### config.mk
export PLATFORM = sky130hd
export DESIGN_NAME = scan_seq
export DESIGN_NICKNAME = d
export VERILOG_FILES = /design/src/rtl/scan_pkg.sv /design/src/rtl/scan_regs.sv /design/src/rtl/scan_index.sv /design/src/rtl/scan_result.sv /design/src/rtl/scan_seq.sv
export SDC_FILE = /design/constraint.sdc
export NUM_CORES = 1
export LEC_CHECK = 0
export CAP_MARGIN = 20
export CORE_MARGIN = 1
export CORE_UTILIZATION = 35
export CTS_CLUSTER_SIZE = 30
export DETAILED_ROUTE_END_ITERATION = 8
export PLACE_DENSITY = 0.57
export SLEW_MARGIN = 20
export SYNTH_ARGS = -nofsm -noshare
export SYNTH_HDL_FRONTEND = slang
export SYNTH_SLANG_ARGS = --single-unit
### constraint.sdc
create_clock -name clk -period 5 [get_ports clk]
set_input_delay 1.5 -clock clk [delete_from_list [all_inputs] [get_ports clk]]
set_output_delay 1.5 -clock clk [all_outputs]
set_load 0.005 [all_outputs]
### src/rtl/scan_pkg.sv
package scan_pkg;
    // register offsets in the lower half of the address space
    localparam int unsigned REG_CTRL   = 0;
    localparam int unsigned REG_END    = 1;
    localparam int unsigned REG_RESULT = 2;
    // control register bit positions
    localparam int unsigned CTRL_EN    = 0;
    localparam int unsigned CTRL_OVR   = 1;
endpackage

### src/rtl/scan_regs.sv
module scan_regs
    import scan_pkg::*;
#(
    parameter int NUM_CH = 16,
    parameter int GAIN_W = 2,
    parameter int BUS_W  = 16
) (
    input  logic                              clk,
    input  logic                              rst_n,
    input  logic                              wr_en,
    input  logic [$clog2(NUM_CH):0]           addr,
    input  logic [BUS_W-1:0]                  wdata,
    output logic                              en,
    output logic                              en_rise,
    output logic                              ovr_clr,
    output logic [$clog2(NUM_CH)-1:0]         end_ch,
    output logic [NUM_CH-1:0][GAIN_W-1:0]     gain_tab
);
    localparam int CH_W   = $clog2(NUM_CH);
    localparam int ADDR_W = CH_W + 1;

    typedef struct packed {
        logic                          en;
        logic [CH_W-1:0]               end_ch;
        logic [NUM_CH-1:0][GAIN_W-1:0] gain;
    } regs_t;

    regs_t r_q, r_d;
    logic  ctrl_wr, end_wr, gain_wr;
    logic  unused_wdata;

    assign unused_wdata = &{1'b0, wdata};
    assign ctrl_wr = wr_en && (addr == ADDR_W'(REG_CTRL));
    assign end_wr  = wr_en && (addr == ADDR_W'(REG_END));
    assign gain_wr = wr_en && addr[ADDR_W-1];

    always_comb begin
        r_d = r_q;
        if (ctrl_wr) begin
            r_d.en = wdata[CTRL_EN];
        end
        if (end_wr) begin
            r_d.end_ch = wdata[CH_W-1:0];
        end
        for (int k = 0; k < NUM_CH; k++) begin
            if (gain_wr && (addr[CH_W-1:0] == CH_W'(k))) begin
                r_d.gain[k] = wdata[GAIN_W-1:0];
            end
        end
    end

    always_ff @(posedge clk) begin
        if (!rst_n) begin
            r_q <= '0;
        end else begin
            r_q <= r_d;
        end
    end

    assign en_rise  = ctrl_wr && wdata[CTRL_EN] && !r_q.en;
    assign ovr_clr  = ctrl_wr && wdata[CTRL_OVR];
    assign en       = r_q.en;
    assign end_ch   = r_q.end_ch;
    assign gain_tab = r_q.gain;
endmodule

### src/rtl/scan_index.sv
module scan_index #(
    parameter int CH_W = 4
) (
    input  logic            clk,
    input  logic            rst_n,
    input  logic            en,
    input  logic            restart,
    input  logic            step,
    input  logic [CH_W-1:0] end_ch,
    output logic [CH_W-1:0] ch
);
    typedef struct packed {
        logic [CH_W-1:0] ch;
    } idx_t;

    idx_t i_q, i_d;

    always_comb begin
        i_d = i_q;
        if (restart) begin
            i_d.ch = '0;
        end else if (en && step) begin
            if (i_q.ch >= end_ch) begin
                i_d.ch = '0;
            end else begin
                i_d.ch = i_q.ch + 1'b1;
            end
        end
    end

    always_ff @(posedge clk) begin
        if (!rst_n) begin
            i_q <= '0;
        end else begin
            i_q <= i_d;
        end
    end

    assign ch = i_q.ch;
endmodule

### src/rtl/scan_result.sv
module scan_result #(
    parameter int CH_W   = 4,
    parameter int DATA_W = 12
) (
    input  logic                   clk,
    input  logic                   rst_n,
    input  logic                   capture,
    input  logic [DATA_W-1:0]      sample,
    input  logic [CH_W-1:0]        tag,
    input  logic                   take,
    input  logic                   clr,
    output logic [CH_W+DATA_W-1:0] word,
    output logic                   valid,
    output logic                   overrun
);
    typedef struct packed {
        logic [CH_W+DATA_W-1:0] word;
        logic                   valid;
        logic                   ovr;
    } res_t;

    res_t s_q, s_d;

    always_comb begin
        s_d = s_q;
        if (take) begin
            s_d.valid = 1'b0;
        end
        if (clr) begin
            s_d.ovr = 1'b0;
        end
        if (capture) begin
            s_d.word  = {tag, sample};
            s_d.valid = 1'b1;
            if (s_q.valid && !take) begin
                s_d.ovr = 1'b1;
            end
        end
    end

    always_ff @(posedge clk) begin
        if (!rst_n) begin
            s_q <= '0;
        end else begin
            s_q <= s_d;
        end
    end

    assign word    = s_q.word;
    assign valid   = s_q.valid;
    assign overrun = s_q.ovr;
endmodule

### src/rtl/scan_seq.sv
module scan_seq
    import scan_pkg::*;
#(
    parameter int NUM_CH = 16,
    parameter int GAIN_W = 2,
    parameter int DATA_W = 12,
    parameter int BUS_W  = 16
) (
    input  logic                      clk,
    input  logic                      rst_n,
    input  logic                      wr_en,
    input  logic                      rd_en,
    input  logic [$clog2(NUM_CH):0]   addr,
    input  logic [BUS_W-1:0]          wdata,
    output logic [BUS_W-1:0]          rdata,
    input  logic                      conv_done,
    input  logic [DATA_W-1:0]         conv_data,
    output logic [$clog2(NUM_CH)-1:0] mux_ch,
    output logic [GAIN_W-1:0]         pga_gain,
    output logic                      overrun
);
    localparam int CH_W   = $clog2(NUM_CH);
    localparam int ADDR_W = CH_W + 1;
    localparam int RES_W  = CH_W + DATA_W;

    logic                          en, en_rise, ovr_clr, rd_take, res_valid;
    logic [CH_W-1:0]               end_ch, ch_idx;
    logic [NUM_CH-1:0][GAIN_W-1:0] gain_tab;
    logic [RES_W-1:0]              res_word;

    scan_regs #(.NUM_CH(NUM_CH), .GAIN_W(GAIN_W), .BUS_W(BUS_W)) u_regs (
        .clk(clk), .rst_n(rst_n), .wr_en(wr_en), .addr(addr), .wdata(wdata),
        .en(en), .en_rise(en_rise), .ovr_clr(ovr_clr), .end_ch(end_ch),
        .gain_tab(gain_tab)
    );

    scan_index #(.CH_W(CH_W)) u_index (
        .clk(clk), .rst_n(rst_n), .en(en), .restart(en_rise),
        .step(conv_done), .end_ch(end_ch), .ch(ch_idx)
    );

    assign mux_ch   = en ? ch_idx : '0;
    assign pga_gain = gain_tab[mux_ch];
    assign rd_take  = rd_en && (addr == ADDR_W'(REG_RESULT));

    scan_result #(.CH_W(CH_W), .DATA_W(DATA_W)) u_result (
        .clk(clk), .rst_n(rst_n), .capture(conv_done), .sample(conv_data),
        .tag(mux_ch), .take(rd_take), .clr(ovr_clr), .word(res_word),
        .valid(res_valid), .overrun(overrun)
    );

    always_comb begin
        rdata = '0;
        if (addr[ADDR_W-1]) begin
            rdata[GAIN_W-1:0] = gain_tab[addr[CH_W-1:0]];
        end else if (addr == ADDR_W'(REG_CTRL)) begin
            rdata[CTRL_EN]  = en;
            rdata[CTRL_OVR] = overrun;
        end else if (addr == ADDR_W'(REG_END)) begin
            rdata[CH_W-1:0] = end_ch;
        end else if (addr == ADDR_W'(REG_RESULT)) begin
            rdata[RES_W-1:0] = res_word;
        end
    end
endmodule


==> out/qor.yml <==
route:
  drt-total-wl_um: 8630
  drt_iter0_drc: 160
  vias_per_cell: 5.27
  drt_pre_antenna_iters: 6
  antenna_left: 0
  vias: 2714
  wire_per_inst_um: 16.8
  drc: 0
synthesis:
  synth-main-ff-cell: "dfxtp_1"
  ys_ff_latch: 59
  yosysTopAreaCell: "dfxtp_1"
  ys_warn_count: 0
  synth.avg_cell_area_sq_um: 9.32
  syn_inst: 354
  yosysMostFrequentCell: "dfxtp_1"
  synth_top_area_share_pct: 35.8
  seq_area_frac_synth_pct: 35.8
  syn_nets: 397
  synth_common_cells: "dfxtp_1, mux2i_1, nor2b_1, nand2_1, nor2_1"
  synth_area_leaders: "dfxtp_1, mux2i_1, nor2b_1"
  syn_area_sq_um: 3300
  synth.distinct_cells: 42
  synth_enable_flop_cells: 0
  async_flop_share_pct: 0
power_and_ir_drop:
  ir_drop_uv: 176
  p_per_area_nw_per_um2: 235
  power.leakage_nw: 1.56
  power_mw: 0.960
run:
  cap_violations: 0
grt:
  overflow: 0
  use_met2_pct: 29.7
  grt_pass1_wl_um: 13800
  busiest_layer: "met2"
  antenna_found_initial: 0
  grt_max_degree: 35
  grt_use_met3_pct: 4.78
  grt_pass1_vias: 2587
  use_met1_pct: 25.1
  grtUsageTotal_pct: 18.5
cells_and_area:
  fin_area_sq_um: 4090
  register_area_sq_um: 1180
  nets: 443
  multi_input_area_sq_um: 1970
  antennaDiodeCount: 0
  fin_util_pct: 44.5
  num-fill-cells: 944
  syn2layout_area_growth_pct: 23.9
  drive_above_1_share_pct: 11.6
clocking:
  cts_root_buffer: "clkbuf_8"
  clkTransAtPathRegs_ns: 0.07
  cts_tree: "done"
  post_cts_buffers: 0
  h-tree-depth: 3
  max-clock-path-buffers: 2
  cts_inserted_buffers: 9
  clock-sinks: 59
  cts_hold_buf: 0
  clk_latency_ns: 0.34
worst_hold_path:
  hold_depth: 2
  worstHoldStart: "u_result.word[13]"
  whs_endpoint: "u_result.word[13]"
  min_path_type: "flip-flop to flip-flop"
timing:
  hold_viol_final: 0
  finalCritPeriodShare_pct: 96.6
  finalCriticalPeriod_ns: 4.83
  worst_pin_slew_ns: 1.02
  drv_slew: 0
  setup_viol: 0
  worst_slack_ns: 0.169
  fin_hold_ws_ns: 0.487
  clock_skew_ns: 0.00768
  slew_headroom_pct: 31.8
  max_freq_mhz: 207
  rsz0062_at_grt: "no"
floorplanning:
  fp.dieW_um: 99.1
  die-area_sq_um: 9820
  pin_count: 61
  rows: 35
  die_h_um: 99.1
  floorplan.initialDensity_pct: 35.9
  core-area_sq_um: 9200
setup_path:
  worstSetupEndpointType: "output port"
  r2r-end: "u_index.ch[0]"
  reg2reg_from: "u_index.ch[0]"
  arrival_ns: 3.33
  path_class: "input pin to output port"
  path_buf_inv: 2
  slowest_delay_ns: 0.54
  path_cells: "dlygate4sd2_1, mux4_2, mux2i_2, nor2_1, a21oi_1, o21ai_0, clkdlybuf4s50_1"
  critPathMaxFanout: 3
  slowest_stage: "mux4_2"
  cpLargestDelayFamily: "buffers and inverters"
  required_ns: 3.50
  reg2reg_depth: 7
  rrSetupSlack_ns: 2.57
  cp-start-kind: "input pin"
placed_design:
  dp_hpwl_um: 6130
  port_buffers: 48
  place_area_sq_um: 3900
  globalplace.congestion: 0.866
  dp_slack_ns: -0.110
outcome:
  outcome: "completed"
sequential cells by signal (all words and copies together) (netlist names):
name              count
u_regs.gain_tab      32
u_result.valid        1
u_result.word        16
u_index.ch            4
u_regs.en             1
u_result.overrun      1
u_regs.end_ch         4
layout make-up:
type / instances / area share (%)
multi-input combinational: 260 / 48.2
timing repair buffer: 61 / 14.6
clock buffer: 10 / 3.37
tap: 111 / 3.40
sequential: 59 / 28.9
clock inverter: 5 / 0.734
inverter: 9 / 0.826
kinds of logic after synthesis:
kind of cell | synth area share [%]
compound gates | 9.97
fa+ha+maj | 1.90
buf+inv | 4.82
flops | 35.8
mux | 24.0
simple gates | 23.5
worst max path at each step:
stage          startpoint  endpoint  slack [ns]  depth (start not counted)
6_report          addr[1]  rdata[0]        0.17                          7
5_1_grt           addr[1]  rdata[0]        0.03                          7
4_1_cts           addr[3]  rdata[9]        0.03                          6
3_5_place_dp      addr[1]  rdata[1]       -0.11                          6
3_3_place_gp      addr[1]  rdata[1]       -0.11                          6
2_1_floorplan     addr[1]  rdata[0]        0.98                          6
placed cells by master (no fill, tap or decap), drive strengths merged, types with 2 or more instances in the layout:
cell type      netlist  final
clkinvlp             0      2
or3                  2      2
inv                  9      9
dlygate4sd2          0      2
clkinv               0      3
and2b                2      2
o21a                 3      3
nor2b               48     48
mux4                10     10
a211oi               2      2
dfxtp               59     59
mux2i               51     51
nand2b               8      8
nand2               22     22
o21ai               16     16
and2                 2      2
nand4                5      5
clkdlybuf4s50        0     45
nor3b                2      2
a21boi               9      9
nor3                 6      6
ha                   5      5
nand3b               2      2
nand3                5      5
clkbuf              12     10
buf                 14     13
nor2                18     18
mux2                 5      5
a22oi                4      4
a21oi                8      8
and3                15     15
a222oi               2      2
worst min-delay path, stage by stage (launching register included):
cell and delay [ns]:
dfxtp_1 0.32, nand2b_1 0.06, a21boi_0 0.07
timing repair:
action,4_1_cts,5_1_grt
endpoints found under the setup margin,2,8
resized for setup,4,3
pin swaps,0,0
through the flow:
stage          setup TNS, ns  std cells
6_report                   0        515
5_1_grt                    0        515
4_1_cts                    0        515
3_5_place_dp          -0.197        500
3_3_place_gp          -0.203        500
2_1_floorplan              0        354
power by group:
| part | total, mW | switching, mW | leakage (nW) | internal (mW) |
|---|---|---|---|---|
| sequential | 0.484 | 0.00522 | 0.478 | 0.479 |
| clock | 0.375 | 0.188 | 0.0839 | 0.187 |
| combinational | 0.101 | 0.0486 | 0.995 | 0.0521 |
routing by layer:
| layer | up-vias | part of all wire [%] |
|---|---|---|
| met4 | 0 | 0.81 |
| met1 | 1294 | 48 |
| met2 | 66 | 46 |
| met3 | 9 | 4.8 |
| met5 | - | 0 |
| li1 | 1345 | - |
No activity file was read; power rests on OpenSTA's default activity.
